<file path="src/rtl/phz_pkg.sv">
package phz_pkg;
  typedef enum logic [1:0] {
    SEL_RF  = 2'b00,
    SEL_WB  = 2'b01,
    SEL_MEM = 2'b10
  } byp_sel_e;

  localparam int unsigned NUM_BYP = 4;
endpackage

</file>
<file path="src/rtl/phz_byp_sel.sv">
module phz_byp_sel
  import phz_pkg::*;
#(
  parameter int unsigned REG_AW = 5
) (
  input  logic              clk_i,
  input  logic              rst_ni,
  input  logic [REG_AW-1:0] src_i,
  input  logic [REG_AW-1:0] mem_rd_i,
  input  logic              mem_wr_i,
  input  logic              mem_ld_i,
  input  logic [REG_AW-1:0] wb_rd_i,
  input  logic              wb_wr_i,
  output byp_sel_e          sel_o
);
  logic src_nz, mem_hit, wb_hit;

  assign src_nz  = |src_i;
  // loaded data is not ready in EX/MEM
  assign mem_hit = src_nz && mem_wr_i && !mem_ld_i && (mem_rd_i == src_i);
  assign wb_hit  = src_nz && wb_wr_i && (wb_rd_i == src_i);

  always_comb begin
    sel_o = SEL_RF;
    if (mem_hit)     sel_o = SEL_MEM;
    else if (wb_hit) sel_o = SEL_WB;
  end


  zero_src_chk: assert property (@(posedge clk_i) disable iff (!rst_ni)
    (src_i == '0) |-> (sel_o == SEL_RF));

  load_src_chk: assert property (@(posedge clk_i) disable iff (!rst_ni)
    mem_ld_i |-> (sel_o != SEL_MEM));

  young_prio_chk: assert property (@(posedge clk_i) disable iff (!rst_ni)
    (mem_wr_i && !mem_ld_i && mem_rd_i == src_i && src_i != '0) |-> (sel_o == SEL_MEM));
endmodule

</file>
<file path="src/rtl/phz_stall_det.sv">
module phz_stall_det #(
  parameter int unsigned REG_AW = 5
) (
  input  logic              clk_i,
  input  logic              rst_ni,
  input  logic [REG_AW-1:0] id_rs1_i,
  input  logic [REG_AW-1:0] id_rs2_i,
  input  logic              id_use1_i,
  input  logic              id_use2_i,
  input  logic              id_br_i,
  input  logic              id_st_i,
  input  logic              id_taken_i,
  input  logic [REG_AW-1:0] ex_rd_i,
  input  logic              ex_wr_i,
  input  logic              ex_ld_i,
  input  logic [REG_AW-1:0] mem_rd_i,
  input  logic              mem_wr_i,
  input  logic              mem_ld_i,
  output logic              stall_o,
  output logic              flush_o
);
  logic ex_hit1, ex_hit2, mem_hit1, mem_hit2;
  logic ld_use, br_wait;

  assign ex_hit1  = id_use1_i && ex_wr_i && (ex_rd_i != '0) && (ex_rd_i == id_rs1_i);
  assign ex_hit2  = id_use2_i && ex_wr_i && (ex_rd_i != '0) && (ex_rd_i == id_rs2_i);
  assign mem_hit1 = id_use1_i && mem_wr_i && mem_ld_i && (mem_rd_i != '0) && (mem_rd_i == id_rs1_i);
  assign mem_hit2 = id_use2_i && mem_wr_i && mem_ld_i && (mem_rd_i != '0) && (mem_rd_i == id_rs2_i);

  // store data reaches memory stage via MEM/WB bypass; no bubble for it
  assign ld_use  = ex_ld_i && (ex_hit1 || (ex_hit2 && !id_st_i));
  assign br_wait = id_br_i && (ex_hit1 || ex_hit2 || mem_hit1 || mem_hit2);

  assign stall_o = ld_use || br_wait;
  assign flush_o = id_br_i && id_taken_i && !stall_o;


  flush_excl_chk: assert property (@(posedge clk_i) disable iff (!rst_ni)
    !(flush_o && stall_o));

  unused_src_chk: assert property (@(posedge clk_i) disable iff (!rst_ni)
    (!id_use1_i && !id_use2_i) |-> !stall_o);
endmodule

</file>
<file path="src/rtl/phz_store_fwd.sv">
module phz_store_fwd #(
  parameter int unsigned REG_AW = 5
) (
  input  logic              clk_i,
  input  logic              rst_ni,
  input  logic              mem_st_i,
  input  logic [REG_AW-1:0] mem_rs2_i,
  input  logic [REG_AW-1:0] wb_rd_i,
  input  logic              wb_wr_i,
  output logic              fwd_o
);
  assign fwd_o = mem_st_i && wb_wr_i && (|wb_rd_i) && (wb_rd_i == mem_rs2_i);


  st_fwd_src_chk: assert property (@(posedge clk_i) disable iff (!rst_ni)
    fwd_o |-> (wb_wr_i && mem_rs2_i != '0));
endmodule

</file>
<file path="src/rtl/pipe_hazard_ctrl.sv">
module pipe_hazard_ctrl
  import phz_pkg::*;
#(
  parameter int unsigned REG_AW = 5
) (
  input  logic              clk_i,
  input  logic              rst_ni,
  input  logic [REG_AW-1:0] id_rs1_i,
  input  logic [REG_AW-1:0] id_rs2_i,
  input  logic              id_use_rs1_i,
  input  logic              id_use_rs2_i,
  input  logic              id_is_branch_i,
  input  logic              id_is_store_i,
  input  logic              id_br_taken_i,
  input  logic [REG_AW-1:0] ex_rs1_i,
  input  logic [REG_AW-1:0] ex_rs2_i,
  input  logic [REG_AW-1:0] ex_rd_i,
  input  logic              ex_wr_en_i,
  input  logic              ex_is_load_i,
  input  logic [REG_AW-1:0] mem_rs2_i,
  input  logic [REG_AW-1:0] mem_rd_i,
  input  logic              mem_wr_en_i,
  input  logic              mem_is_load_i,
  input  logic              mem_is_store_i,
  input  logic [REG_AW-1:0] wb_rd_i,
  input  logic              wb_wr_en_i,
  output logic [1:0]        ex_fwd_a_o,
  output logic [1:0]        ex_fwd_b_o,
  output logic [1:0]        id_fwd_a_o,
  output logic [1:0]        id_fwd_b_o,
  output logic              mem_st_fwd_o,
  output logic              pc_hold_o,
  output logic              ifid_hold_o,
  output logic              idex_bubble_o,
  output logic              ifid_flush_o
);
  logic [REG_AW-1:0] byp_src [NUM_BYP];
  byp_sel_e          byp_sel [NUM_BYP];
  logic              stall;

  assign byp_src[0] = ex_rs1_i;
  assign byp_src[1] = ex_rs2_i;
  assign byp_src[2] = id_rs1_i;
  assign byp_src[3] = id_rs2_i;

  for (genvar g = 0; g < NUM_BYP; g++) begin : g_byp
    phz_byp_sel #(.REG_AW(REG_AW)) u_sel (
      .clk_i    (clk_i),
      .rst_ni   (rst_ni),
      .src_i    (byp_src[g]),
      .mem_rd_i (mem_rd_i),
      .mem_wr_i (mem_wr_en_i),
      .mem_ld_i (mem_is_load_i),
      .wb_rd_i  (wb_rd_i),
      .wb_wr_i  (wb_wr_en_i),
      .sel_o    (byp_sel[g])
    );
  end

  assign ex_fwd_a_o = byp_sel[0];
  assign ex_fwd_b_o = byp_sel[1];
  assign id_fwd_a_o = byp_sel[2];
  assign id_fwd_b_o = byp_sel[3];

  phz_stall_det #(.REG_AW(REG_AW)) u_stall (
    .clk_i      (clk_i),
    .rst_ni     (rst_ni),
    .id_rs1_i   (id_rs1_i),
    .id_rs2_i   (id_rs2_i),
    .id_use1_i  (id_use_rs1_i),
    .id_use2_i  (id_use_rs2_i),
    .id_br_i    (id_is_branch_i),
    .id_st_i    (id_is_store_i),
    .id_taken_i (id_br_taken_i),
    .ex_rd_i    (ex_rd_i),
    .ex_wr_i    (ex_wr_en_i),
    .ex_ld_i    (ex_is_load_i),
    .mem_rd_i   (mem_rd_i),
    .mem_wr_i   (mem_wr_en_i),
    .mem_ld_i   (mem_is_load_i),
    .stall_o    (stall),
    .flush_o    (ifid_flush_o)
  );

  phz_store_fwd #(.REG_AW(REG_AW)) u_stfwd (
    .clk_i     (clk_i),
    .rst_ni    (rst_ni),
    .mem_st_i  (mem_is_store_i),
    .mem_rs2_i (mem_rs2_i),
    .wb_rd_i   (wb_rd_i),
    .wb_wr_i   (wb_wr_en_i),
    .fwd_o     (mem_st_fwd_o)
  );

  assign pc_hold_o     = stall;
  assign ifid_hold_o   = stall;
  assign idex_bubble_o = stall;


  load_use_chk: assert property (@(posedge clk_i) disable iff (!rst_ni)
    (ex_wr_en_i && ex_is_load_i && ex_rd_i != '0 && id_use_rs1_i && ex_rd_i == id_rs1_i)
    |-> idex_bubble_o);

  br_mem_ld_chk: assert property (@(posedge clk_i) disable iff (!rst_ni)
    (id_is_branch_i && mem_wr_en_i && mem_is_load_i && mem_rd_i != '0 &&
     id_use_rs2_i && mem_rd_i == id_rs2_i) |-> (pc_hold_o && !ifid_flush_o));
endmodule

</file>
<file path="config.mk">
export PLATFORM = sky130hd
export DESIGN_NAME = pipe_hazard_ctrl
export DESIGN_NICKNAME = d
export VERILOG_FILES = /design/src/rtl/phz_pkg.sv /design/src/rtl/phz_byp_sel.sv /design/src/rtl/phz_stall_det.sv /design/src/rtl/phz_store_fwd.sv /design/src/rtl/pipe_hazard_ctrl.sv
export SDC_FILE = /design/constraint.sdc
export NUM_CORES = 1
export LEC_CHECK = 0
export ABC_AREA = 1
export BUFFER_PORTS_ARGS = -buffer_cell sky130_fd_sc_hd__buf_2
export CORE_MARGIN = 4
export CORE_UTILIZATION = 41
export DETAILED_ROUTE_END_ITERATION = 10
export PLACE_DENSITY = 0.91
export SLEW_MARGIN = 20
export SYNTH_ARGS = -nofsm -noshare
export SYNTH_HDL_FRONTEND = slang
export SYNTH_SLANG_ARGS = --single-unit
</file>
<file path="constraint.sdc">
create_clock -name vclk -period 1.98
set_clock_uncertainty 0.2 [all_clocks]
set_input_delay 0.594 -clock vclk [all_inputs]
set_output_delay 0.594 -clock vclk [all_outputs]
set_load 0.1 [all_outputs]
</file>
==> results.md <==
- Routed wire length: a little over 8000 um
- Vias: 2204
- Most used cell along the critical path: nand2_2
- Starting Density: 0.426
- Hold Violations, Final: 0
- Clkbuf count: 0
- Drt first pass iters: 7
- Area after DPL: between 1500 and 2000 sq um
- Post-route cell area: approximately 2300 sq um
- Synth warn: 0
- Setup CP Type: primary input to output pin
- First-pass GRT wire length: approximately 9600 um
- Dpl hpwl: between 3000 and 4000 um
- Num ports: 66
- Num sequential: 0
- Syn Nets: about 260
- Post-DRT Antenna Nets: 0
- Yosys top cell by area: nand2_1
- Synth-to-Final Area Change: 124%
- Post-DR vias/cell: 6.80
- Buf/Inv on CP: 3
- Chip height: slightly below 60 um
- Gpl congestion: ~0.96
- Row count: 18
- Unrepaired setup endpoints after global routing: yes
- GR Util All Layers: 0.362
- Synth top area cells: nand2_1 20%, xor2_1 11%, inv_1 10%
- Average wire per standard cell: ~25 um
- Hold Path Depth: 4
- # diodes: 0
- Total congestion overflow: 0
- Pins Over Slew Limit: 0
- CP cell instances: buf_6 > inv_2 > nand2_2 > nand2_2 > nor2_4 > nand4_1 > nand2_1 > nand2_2 > nand2_8 > nor2_4 > buf_12
- Reg area: 0 sq um
- Input/output buffers: 64
- Vias in the first global route: 2035
- Post-route insts no fill: ~320
- Core area: between 2000 and 2500 sq um
- Slew margin rel.: 0.796
- Failing checks: negative setup slack
- Share of layout cells above drive strength 1: 0.633
- Worst hold slack: around 1.4 ns
- Status: finished, violations left
- Place WS: -0.626 ns
- Die X: 58.5 um
- DR DRC count: 0
- Synth Instances: approximately 210
- Pin count of the biggest net entering global routing: 9
- Final setup viols: 13
- Min setup slack post-route: -0.700 ns
- CP required: around 1.2 ns
- Antenna violations before repair: 0
- Nets: around 350
- Post-Place Cells: ~320
- Syn_area_per_cell: slightly above 5 sq um
- 1st-iter DRT viols: around 310
- Post-Syn Area: about 1000 sq um
- CP delay by family, top: simple AND/OR/NAND/NOR gates
- Post-synth top area share: 0.201
- Critical Path Fanout Max: 4
- Critical-path top delay cell: nand4_1
- Hold endpoint: ifid_flush_o
- Netlist cell types: 25
- Register area share after synthesis: 0
- Max VDD drop: between 0.15 and 0.2 mV
- Minimum clock period: 2.68 ns
- Period Utilization, post-route: 1.35
- Total power: between 500 and 600 uW
- Max-cap viol count: 0
- WP data arrival: between 1.5 and 2 ns
- CP Launch Type: primary input
- Pwr dens: roughly 240 nW/um^2
- Die area: roughly 3400 sq um
- Worst hold start: id_br_taken_i
- Fill count: 63
- Max stage delay on crit path: roughly 0.19 ns
- Multi-input gate area: 1180 sq um
- Max Clk Rate: 373 MHz
- Worst Hold Class: primary input to output pin
- Worst Tran Pin Value: ~0.3 ns
- Pleak: around 0.0011 uW
- Crit end category: output pin
stage by stage:
step	util	setup TNS, ns
final	0.955	-7.05
after global routing	0.955	-7.28
after global placement	0.767	-5.85
after detailed placement	0.767	-6.42
after floorplan	-	-5.38
after CTS	0.882	-5.16
logic make-up after synthesis:
group	share of synthesized area
AO/OA/AOI/OAI	0.138
AND/OR/NAND/NOR	0.512
XOR/XNOR	0.167
buffers and inverters	0.183
how the worst max path moves through the flow:
stage                      startpoint  slack (ns)  cells past startpoint      endpoint
final                     id_rs1_i[2]       -0.70                     11  ifid_flush_o
after global routing      id_rs1_i[2]       -0.68                     11  ifid_flush_o
after CTS                  ex_rd_i[1]       -0.45                      9  ifid_flush_o
after detailed placement   ex_rd_i[4]       -0.63                     10  ifid_flush_o
after global placement    id_rs2_i[2]       -0.50                     11  ifid_flush_o
after floorplan           mem_rd_i[0]       -0.64                      8  ifid_flush_o
area by class of cell:
cell class,count,area share
Inverter,31,0.0614
Timing Repair Buffer,98,0.418
Multi-Input combinational cell,165,0.505
Tap cell,30,0.0160
where the power goes:
group | leakage [uW] | internal (uW) | total [uW] | switching (uW)
registers | 0 | 0 | 0 | 0
clock network | 0 | 0 | 0 | 0
logic | 0.00112 | 236 | 562 | 326
placed cells by master (no fill, tap or decap), types with 3 or more instances in the layout:
master / instances
nand2_1: 35
buf_4: 31
buf_2: 25
nand2_2: 20
buf_6: 19
nor2_1: 14
buf_12: 14
xor2_1: 13
inv_1: 12
nor2_4: 11
inv_2: 10
nand4_1: 9
nand3_1: 8
buf_8: 8
inv_4: 7
nand3_2: 6
o21ai_1: 5
nor3_2: 4
a211oi_2: 4
a21oi_2: 4
xnor2_1: 4
xnor2_2: 3
nor3_4: 3
o21ai_2: 3
cell usage after synthesis, types with 2 or more instances:
cell       number
nand2_1        56
inv_1          29
nor2_1         26
nand3_1        14
xor2_1         13
o21ai_0        10
nand4_1         9
nor3_1          8
xnor2_1         7
a21oi_1         6
buf_4           6
a211oi_1        4
buf_2           4
clkbuf_2        2
inv_2           2
o2111ai_1       2
or2_2           2
per-layer routing:
| metal | track usage | vias up | share of wire |
|---|---|---|---|
| met5 | 0 | - | 0 |
| met4 | 0.238 | 0 | 0.11 |
| met3 | 0.0702 | 123 | 0.15 |
| met2 | 0.617 | 287 | 0.44 |
| met1 | 0.407 | 949 | 0.30 |
| li1 | - | 845 | - |
what timing repair did:
action / CTS / global route
hold buffers: 0 / 0
setup buffers: 2 / 1
setup endpoints to repair: 13 / 13
gates resized for setup: 86 / 55
pin swaps: 40 / 35
No activity file was read; power rests on OpenSTA's default activity.
